`config.mk`:
```
export PLATFORM = sky130hd
export DESIGN_NAME = dac_strobe_seq
export DESIGN_NICKNAME = d
export VERILOG_FILES = /design/src/rtl/dss_pkg.sv /design/src/rtl/dss_fmt.sv /design/src/rtl/dss_wr_fsm.sv /design/src/rtl/dss_clr_hold.sv /design/src/rtl/dac_strobe_seq.sv
export SDC_FILE = /design/constraint.sdc
export NUM_CORES = 1
export LEC_CHECK = 0
export BUFFER_PORTS_ARGS = -buffer_cell sky130_fd_sc_hd__buf_2
export CAP_MARGIN = 5
export CORE_UTILIZATION = 55
export DETAILED_ROUTE_END_ITERATION = 7
export GPL_ROUTABILITY_DRIVEN = 0
export PLACE_DENSITY = 0.8
export SLEW_MARGIN = 5
export SYNTH_ARGS = -nofsm -noshare
export SYNTH_HDL_FRONTEND = slang
export SYNTH_HIERARCHICAL = 1
export SYNTH_SLANG_ARGS = --single-unit
```
`constraint.sdc`:
```
create_clock -name clk -period 2.2 [get_ports clk]
set_input_delay 0.33 -clock clk [delete_from_list [all_inputs] [get_ports clk]]
set_output_delay 0.33 -clock clk [all_outputs]
set_load 0.1 [all_outputs]
```
`src/rtl/dss_pkg.sv`:
```
package dss_pkg;

  // nanoseconds to clock cycles, rounded up, never below one
  function automatic int ns_to_cyc(input int t_ns, input int clk_ns);
    int c;
    c = (t_ns + clk_ns - 1) / clk_ns;
    return (c < 1) ? 1 : c;
  endfunction

  function automatic int max3(input int a, input int b, input int c);
    int m;
    m = (a > b) ? a : b;
    return (m > c) ? m : c;
  endfunction

  typedef enum logic [2:0] {
    WS_IDLE,
    WS_ADDR,
    WS_LOW,
    WS_GAP,
    WS_LOAD
  } wr_state_t;

endpackage

```
`src/rtl/dss_fmt.sv`:
```
module dss_fmt #(
  parameter int DW = 13
) (
  input  logic [DW-1:0] sample,
  output logic [DW-1:0] code
);
  // offset binary: flip the sign bit, pass the rest
  for (genvar i = 0; i < DW; i++) begin : g_bit
    if (i == DW - 1) begin : g_msb
      assign code[i] = ~sample[i];
    end else begin : g_low
      assign code[i] = sample[i];
    end
  end
endmodule

```
`src/rtl/dss_wr_fsm.sv`:
```
module dss_wr_fsm
  import dss_pkg::*;
#(
  parameter int DW      = 13,
  parameter int CH_W    = 3,
  parameter int LOW_CYC = 13,
  parameter int GAP_CYC = 13,
  parameter int LD_CYC  = 13,
  parameter int CNT_W   = 4
) (
  input  logic            clk,
  input  logic            rst,
  input  logic            cmd_valid,
  output logic            cmd_ready,
  input  logic [CH_W-1:0] cmd_chan,
  input  logic [DW-1:0]   cmd_code,
  input  logic            cmd_load,
  output logic [CH_W-1:0] addr,
  output logic [DW-1:0]   data,
  output logic            cs_n,
  output logic            wr_n,
  output logic            ld_n
);
  wr_state_t        state;
  logic [CNT_W-1:0] cnt;
  logic             ld_req;

  always_ff @(posedge clk) begin
    if (rst) begin
      state     <= WS_IDLE;
      cmd_ready <= 1'b1;
      addr      <= '0;
      data      <= '0;
      cs_n      <= 1'b1;
      wr_n      <= 1'b1;
      ld_n      <= 1'b1;
      cnt       <= '0;
      ld_req    <= 1'b0;
    end else begin
      case (state)
        WS_IDLE: begin
          if (cmd_valid && cmd_ready) begin
            addr      <= cmd_chan;
            data      <= cmd_code;
            ld_req    <= cmd_load;
            cmd_ready <= 1'b0;
            state     <= WS_ADDR;
          end
        end
        WS_ADDR: begin
          cs_n  <= 1'b0;
          wr_n  <= 1'b0;
          cnt   <= CNT_W'(LOW_CYC - 1);
          state <= WS_LOW;
        end
        WS_LOW: begin
          if (cnt == '0) begin
            cs_n <= 1'b1;
            wr_n <= 1'b1;
            if (ld_req) begin
              cnt   <= CNT_W'(GAP_CYC - 1);
              state <= WS_GAP;
            end else begin
              cmd_ready <= 1'b1;
              state     <= WS_IDLE;
            end
          end else begin
            cnt <= cnt - 1'b1;
          end
        end
        WS_GAP: begin
          if (cnt == '0) begin
            ld_n  <= 1'b0;
            cnt   <= CNT_W'(LD_CYC - 1);
            state <= WS_LOAD;
          end else begin
            cnt <= cnt - 1'b1;
          end
        end
        WS_LOAD: begin
          if (cnt == '0) begin
            ld_n      <= 1'b1;
            cmd_ready <= 1'b1;
            state     <= WS_IDLE;
          end else begin
            cnt <= cnt - 1'b1;
          end
        end
        default: state <= WS_IDLE;
      endcase
    end
  end
endmodule

```
`src/rtl/dss_clr_hold.sv`:
```
module dss_clr_hold #(
  parameter int LEN_W = 16
) (
  input  logic             clk,
  input  logic             rst,
  input  logic             req_valid,
  output logic             req_ready,
  input  logic [LEN_W-1:0] req_len,
  output logic             clr_n
);
  logic [LEN_W-1:0] left;

  always_ff @(posedge clk) begin
    if (rst) begin
      req_ready <= 1'b1;
      clr_n     <= 1'b1;
      left      <= '0;
    end else if (req_ready) begin
      if (req_valid) begin
        req_ready <= 1'b0;
        clr_n     <= 1'b0;
        left      <= (req_len == '0) ? '0 : req_len - 1'b1;
      end
    end else if (left == '0) begin
      req_ready <= 1'b1;
      clr_n     <= 1'b1;
    end else begin
      left <= left - 1'b1;
    end
  end
endmodule

```
`src/rtl/dac_strobe_seq.sv`:
```
module dac_strobe_seq
  import dss_pkg::*;
#(
  parameter int CLK_NS     = 4,
  parameter int T_STROBE_NS = 50,
  parameter int T_DSU_NS   = 50,
  parameter int T_ASU_NS   = 15,
  parameter int T_GAP_NS   = 50,
  parameter int T_LD_NS    = 50,
  parameter int CH_W       = 3,
  parameter int DW         = 13,
  parameter int LEN_W      = 16
) (
  input  logic             clk,
  input  logic             rst,
  input  logic             cmd_valid,
  output logic             cmd_ready,
  input  logic [CH_W-1:0]  cmd_chan,
  input  logic [DW-1:0]    cmd_sample,
  input  logic             cmd_load,
  input  logic             clr_valid,
  output logic             clr_ready,
  input  logic [LEN_W-1:0] clr_len,
  output logic [CH_W-1:0]  dac_addr,
  output logic [DW-1:0]    dac_data,
  output logic             dac_cs_n,
  output logic             dac_wr_n,
  output logic             dac_ld_n,
  output logic             dac_clr_n
);
  localparam int LOW_CYC = max3(ns_to_cyc(T_STROBE_NS, CLK_NS),
                                ns_to_cyc(T_DSU_NS, CLK_NS),
                                ns_to_cyc(T_ASU_NS, CLK_NS));
  localparam int GAP_CYC = ns_to_cyc(T_GAP_NS, CLK_NS);
  localparam int LD_CYC  = ns_to_cyc(T_LD_NS, CLK_NS);
  localparam int MAX_CYC = max3(LOW_CYC, GAP_CYC, LD_CYC);
  localparam int CNT_W   = $clog2(MAX_CYC + 1);

  logic [DW-1:0] code;

  dss_fmt #(.DW(DW)) u_fmt (
    .sample (cmd_sample),
    .code   (code)
  );

  dss_wr_fsm #(
    .DW(DW), .CH_W(CH_W), .LOW_CYC(LOW_CYC), .GAP_CYC(GAP_CYC),
    .LD_CYC(LD_CYC), .CNT_W(CNT_W)
  ) u_wr (
    .clk       (clk),
    .rst       (rst),
    .cmd_valid (cmd_valid),
    .cmd_ready (cmd_ready),
    .cmd_chan  (cmd_chan),
    .cmd_code  (code),
    .cmd_load  (cmd_load),
    .addr      (dac_addr),
    .data      (dac_data),
    .cs_n      (dac_cs_n),
    .wr_n      (dac_wr_n),
    .ld_n      (dac_ld_n)
  );

  dss_clr_hold #(.LEN_W(LEN_W)) u_clr (
    .clk       (clk),
    .rst       (rst),
    .req_valid (clr_valid),
    .req_ready (clr_ready),
    .req_len   (clr_len),
    .clr_n     (dac_clr_n)
  );
endmodule

```
# Word level (Yosys, flattened, before mapping)

Cells that the tools add are included.

Register bits after elaboration: 45
Input port bits: 37
Output and inout bits: 22

$add $sub $neg: 3
Equality and inequality tests: 13
Muxes and demuxes: 29
Bitwise operators: 1
Reductions and logical operators: 18

Operators with widths:

| operator                | count |
|---|---|
| $mux W16                | 4 |
| $logic_not A16 Y1       | 2 |
| $sub A16 B1 Y16 const B | 2 |
| $mux W4                 | 4 |
| $pmux W4 S4             | 1 |
| $pmux W3 S5             | 1 |
| $mux W3                 | 4 |
| $mux W1                 | 11 |
| $ne A2 B1 Y1 const B    | 5 |
| $reduce_and A2 Y1       | 4 |
| $eq A3 B2 Y1 const B    | 2 |
| $ne A2 B2 Y1 const B    | 3 |
| $reduce_and A3 Y1       | 2 |
| $reduce_bool A2 Y1      | 3 |
| $reduce_and A5 Y1       | 1 |
| $logic_not A4 Y1        | 1 |
| $pmux W1 S2             | 2 |
| $reduce_and A4 Y1       | 1 |
| $reduce_bool A4 Y1      | 1 |
| $sub A4 B1 Y4 const B   | 1 |
| $eq A3 B1 Y1 const B    | 1 |
| $eq A3 B3 Y1 const B    | 1 |
| $logic_not A3 Y1        | 1 |
| $ne A3 B2 Y1 const B    | 1 |
| 5 further kinds         | 5 |

# Longest topological paths before layout

Word-level depth: 4
Depth in mapped cells: 8

# By module

The synthesis kept the hierarchy.

Modules (own cells, without submodules):

| module       | instances | cells each | area an instance (µm²) |
|---|---|---|---|
| dss_clr_hold | 1         | 184        | 1,442.6 |
| dss_wr_fsm   | 1         | 137        | 1,256.2 |
| dss_fmt      | 1         | 13         | 93.8 |

# Least setup slack after synthesis

OpenSTA, ideal clock, no wires.

Kind: reg2reg
From: reg u_wr.cmd_ready
To: reg u_wr.addr[0]
Arrival time: 2,051 ps
Data required time: 2,072 ps
Setup slack: 22 ps
Cell stages (with the launch flop): 7
Period minus slack after synthesis: 2,178 ps
Cells stage by stage: dfxtp_1 -> nand2_1 -> nor4_1 -> buf_2 -> buf_4 -> mux2i_1 -> nor2_1

Cells in the longest elaborated chain, start to end: 2

RTL lines:

| element                     | line             | RTL |
|---|---|---|
| from (decl)                 | dss_wr_fsm.sv:14 | `output logic cmd_ready,` |
| from (signal assigned)      | dss_wr_fsm.sv:31 | `cmd_ready <= 1'b1;` |
| from (signal assigned)      | dss_wr_fsm.sv:46 | `cmd_ready <= 1'b0;` |
| from (signal assigned)      | dss_wr_fsm.sv:64 | `cmd_ready <= 1'b1;` |
| $logic_and A1 B1 Y1         | dss_wr_fsm.sv:42 | `if (cmd_valid && cmd_ready) begin` |
| $reduce_and A2 Y1 (no line) | -                |  |
| to (signal assigned)        | dss_wr_fsm.sv:43 | `addr <= cmd_chan;` |
| to (decl)                   | dss_wr_fsm.sv:18 | `output logic [CH_W-1:0] addr,` |

Every way passes these cells.
A chain may end at the register's enable or synchronous reset.

# Final worst setup path

From: reg u_clr.left[7]
To: reg u_clr.left[7]

Cells in the longest elaborated chain, start to end: 3
Elaborated cells on any way between the ends: 6
Those cells by class: add/sub: 1; eq/ne: 1; mux: 2; reduce/logical: 2

RTL lines:

| element                                                     | line                                   | RTL |
|---|---|---|
| from (decl)                                                 | dss_clr_hold.sv:11                     | `logic [LEN_W-1:0] left;` |
| from (signal assigned)                                      | dss_clr_hold.sv:22                     | `left <= (req_len == '0) ? '0 : req_len - 1'b1;` |
| from (signal assigned)                                      | dss_clr_hold.sv:28                     | `left <= left - 1'b1;` |
| $sub A16 B1 Y16 / $logic_not A16 Y1 (equally long branches) | dss_clr_hold.sv:28, dss_clr_hold.sv:24 |  |
| $mux W16 / $ne A2 B1 Y1 (equally long branches)             | -                                      |  |
| $mux W16 / $reduce_and A2 Y1 (equally long branches)        | -                                      |  |

Parallel ways exist; a longest one is shown, timed or not. The select of a mux whose other input is x is not followed.

==> results.sh <==
export IMPL_drive_above_1_share_pct=24.5
export IMPL_antenna_found_initial=0
export IMPL_rrSetupSlack_ns=0.31
export IMPL_wl_per_cell_um=13.2
export IMPL_avgViaCountPerCell=5.69
export IMPL_ys_warn_count=6
export IMPL_track_usage_pct=23.2
export IMPL_clkSinkCount=45
export IMPL_overflow=0
export IMPL_num_vias=2544
export IMPL_ys_types=64
export IMPL_root_buffer="clkbuf_8"
export IMPL_die_w_um=73.3
export IMPL_drt_iter0_drc=157
export IMPL_layout_nets=421
export IMPL_finalSetupViolCount=0
export IMPL_powerDensity_nw_per_um2=893
export IMPL_drtAntennaViolNets=0
export IMPL_drv_slew=0
export IMPL_syn_nets=376
export IMPL_firstDrtPassIters=4
export IMPL_placed_area_um2=3030
export IMPL_path_clk_slew_ns=0.09
export IMPL_path_class="flop to flop"
export IMPL_grt_pass1_vias=2258
export IMPL_rsz0062_at_grt="false"
export IMPL_end_kind="flop"
export IMPL_totalWireLength_mm=5.91
export IMPL_worstPathArrival_ns=2.11
export IMPL_async_flop_share_pct=0
export IMPL_ys_seq_area_share_pct=32.3
export IMPL_fmax_mhz=528
export IMPL_cts_tree="built"
export IMPL_cts_buffers=5
export IMPL_cp_max_fo=13
export IMPL_final_cells=447
export IMPL_pin_count=59
export IMPL_final_area_um2=3130
export IMPL_fin_tns_setup_ns=0
export IMPL_area_delta_synth_final_pct=12.0
export IMPL_cts_htree_levels=2
export IMPL_initial_utilization_pct=58.0
export IMPL_clockBufferDepth=2
export IMPL_core_rowCount=25
export IMPL_max_slew_margin_rel_pct=61.8
export IMPL_cap_violations=0
export IMPL_ctsHoldBuffers=0
export IMPL_cp_required_ns=2.41
export IMPL_clkLatencyLatePin_ns=0.31
export IMPL_p_leak_nw=1.30
export IMPL_grt_max_degree=25
export IMPL_final_period_utilization_pct=86.1
export IMPL_place_inst=439
export IMPL_irDropWorstVdd_uv=464
export IMPL_hpwl_mm=4.22
export IMPL_n_antenna_cell=0
export IMPL_die_area_um2=5370
export IMPL_hold_class="input port to flop"
export IMPL_port_buffers=58
export IMPL_dieHeight_um=73.3
export IMPL_synth_edf_count=0
export IMPL_postCtsSetupBuffers=0
export IMPL_syn_avg_cell_area_um2=8.36
export IMPL_status="complete, no violations"
export IMPL_worst_pin_slew_ns=0.569
export IMPL_hold_viol=0
export IMPL_cts_resized=0
export IMPL_syn_area_um2=2790
export IMPL_core_area_um2=4820
export IMPL_yosys_most_used_dff="dfxtp_1"
export IMPL_synthesis_instances=334
export IMPL_startpoint_type="flop"
export IMPL_drc_errors=0
export IMPL_period_minus_slack_ns=1.89
export IMPL_grt_pass1_wl_mm=9.81
export IMPL_ys_seq_elements=45
export IMPL_fin_skew_ns=0.00444
==> cell usage in the layout (no fill, tap or decap), types with 2 or more instances in the layout <==
cell type	n
a2bb2oi_1	2
nand4_1	5
a211oi_1	6
nor4_1	5
clkbuf_8	5
o21ai_2	2
nand3_1	5
buf_2	58
dfxtp_1	45
nor2b_1	10
a32oi_1	3
nand2b_1	5
o22a_1	3
buf_4	8
o41ai_1	2
inv_6	2
and3_1	3
a211o_1	2
xnor2_1	8
nand2_1	11
nor2_1	44
nor3_1	17
a21oi_1	17
ha_1	5
o21a_1	2
o21ai_1	9
a31oi_1	2
o21ai_0	12
or3_1	4
inv_1	14
nor3b_1	2
xor2_1	3
nand4b_1	2
mux2i_1	18
o211ai_1	4
a22oi_1	6
==> worst max-delay path, stage by stage (launching register included) <==
cell	delay (ns)
dfxtp_1	0.35
nor4_1	0.51
nand4_2	0.24
o21ai_4	0.38
a21oi_1	0.07
o32ai_1	0.24
==> worst paths after layout <==
check	start	end	cells past startpoint
worst max-delay path	u_clr/left[7]$_SDFFE_PP0N_	u_clr/left[7]$_SDFFE_PP0N_	5
worst min-delay path	cmd_sample[0]	u_wr/data[0]$_SDFFE_PP0P_	3
worst max register to register	u_clr/left[7]$_SDFFE_PP0N_	u_clr/left[7]$_SDFFE_PP0N_	5
worst min register to register	u_clr/clr_n$_SDFFE_PP1P_	u_clr/clr_n$_SDFFE_PP1P_	2
==> metrics by stage <==
stage	hold slack [ns]	power, mW	util (%)	worst slack, ns
3_5_place_dp	0.468	2.25	63.0	0.247
6_report	0.254	2.79	64.9	0.306
2_1_floorplan	0.473	2.06	-	0.0218
3_3_place_gp	0.447	2.24	63.0	0.323
5_1_grt	0.256	2.95	64.9	0.0677
4_1_cts	0.249	2.80	64.9	0.296
==> area by class of cell <==
class	count	area [um^2]
fill	437	1690
tap	67	83.8
timing repair buffer	66	350
multi-input combinational	247	1650
clock inverter	3	25.0
inverter	14	52.6
sequential	45	901
clock buffer	5	68.8
==> synth_stat cells, types with 5 or more instances <==
master	count	area share, %
a211oi_1	6	1.6
a21oi_1	17	3.0
a22oi_1	6	1.6
buf_4	15	4.0
clkbuf_1	5	0.67
dfxtp_1	45	32
ha_1	5	2.2
inv_1	14	1.9
mux2i_1	18	6.5
nand2_1	11	1.5
nand2b_1	5	1.1
nand3_1	5	0.90
nand4_1	5	1.1
nor2_1	44	5.9
nor2b_1	10	2.2
nor3_1	17	3.0
nor4_1	6	1.3
o21ai_0	12	2.2
o21ai_1	9	1.6
xnor2_1	8	2.5
==> power breakdown <==
| part | total [mW] | internal, mW | switching (mW) |
|---|---|---|---|
| clock | 0.545 | 0.232 | 0.314 |
| combinational | 1.21 | 0.357 | 0.854 |
| sequential | 1.04 | 0.924 | 0.112 |
==> cell families after synthesis <==
group,Yosys count,share of synthesized area (%)
AOI/OAI and AO/OA,85,21.2
muxes,18,6.45
adders and majority gates,5,2.24
DFF,45,32.3
xor gates and xnor gates,11,3.45
and+or+nand+nor,128,25.4
buffers and inverters,42,9.01
==> flip-flops by register name, indices dropped and copies added, names as in the netlist, 3 cells and up <==
signal	flops
u_wr/data	13
u_wr/addr	3
u_wr/state	3
u_wr/cnt	4
u_clr/left	16
==> metal layers <==
| layer | vias to the layer above | track usage [%] | wire, um |
|---|---|---|---|
| li1 | 1295 | - | - |
| met1 | 1149 | 29.3 | 2760 |
| met2 | 92 | 38.5 | 2750 |
| met3 | 8 | 4.39 | 320 |
| met4 | 0 | 10.5 | 82 |
| met5 | - | 0 | 0 |
Note: power is estimated with default switching activity, not from simulation.
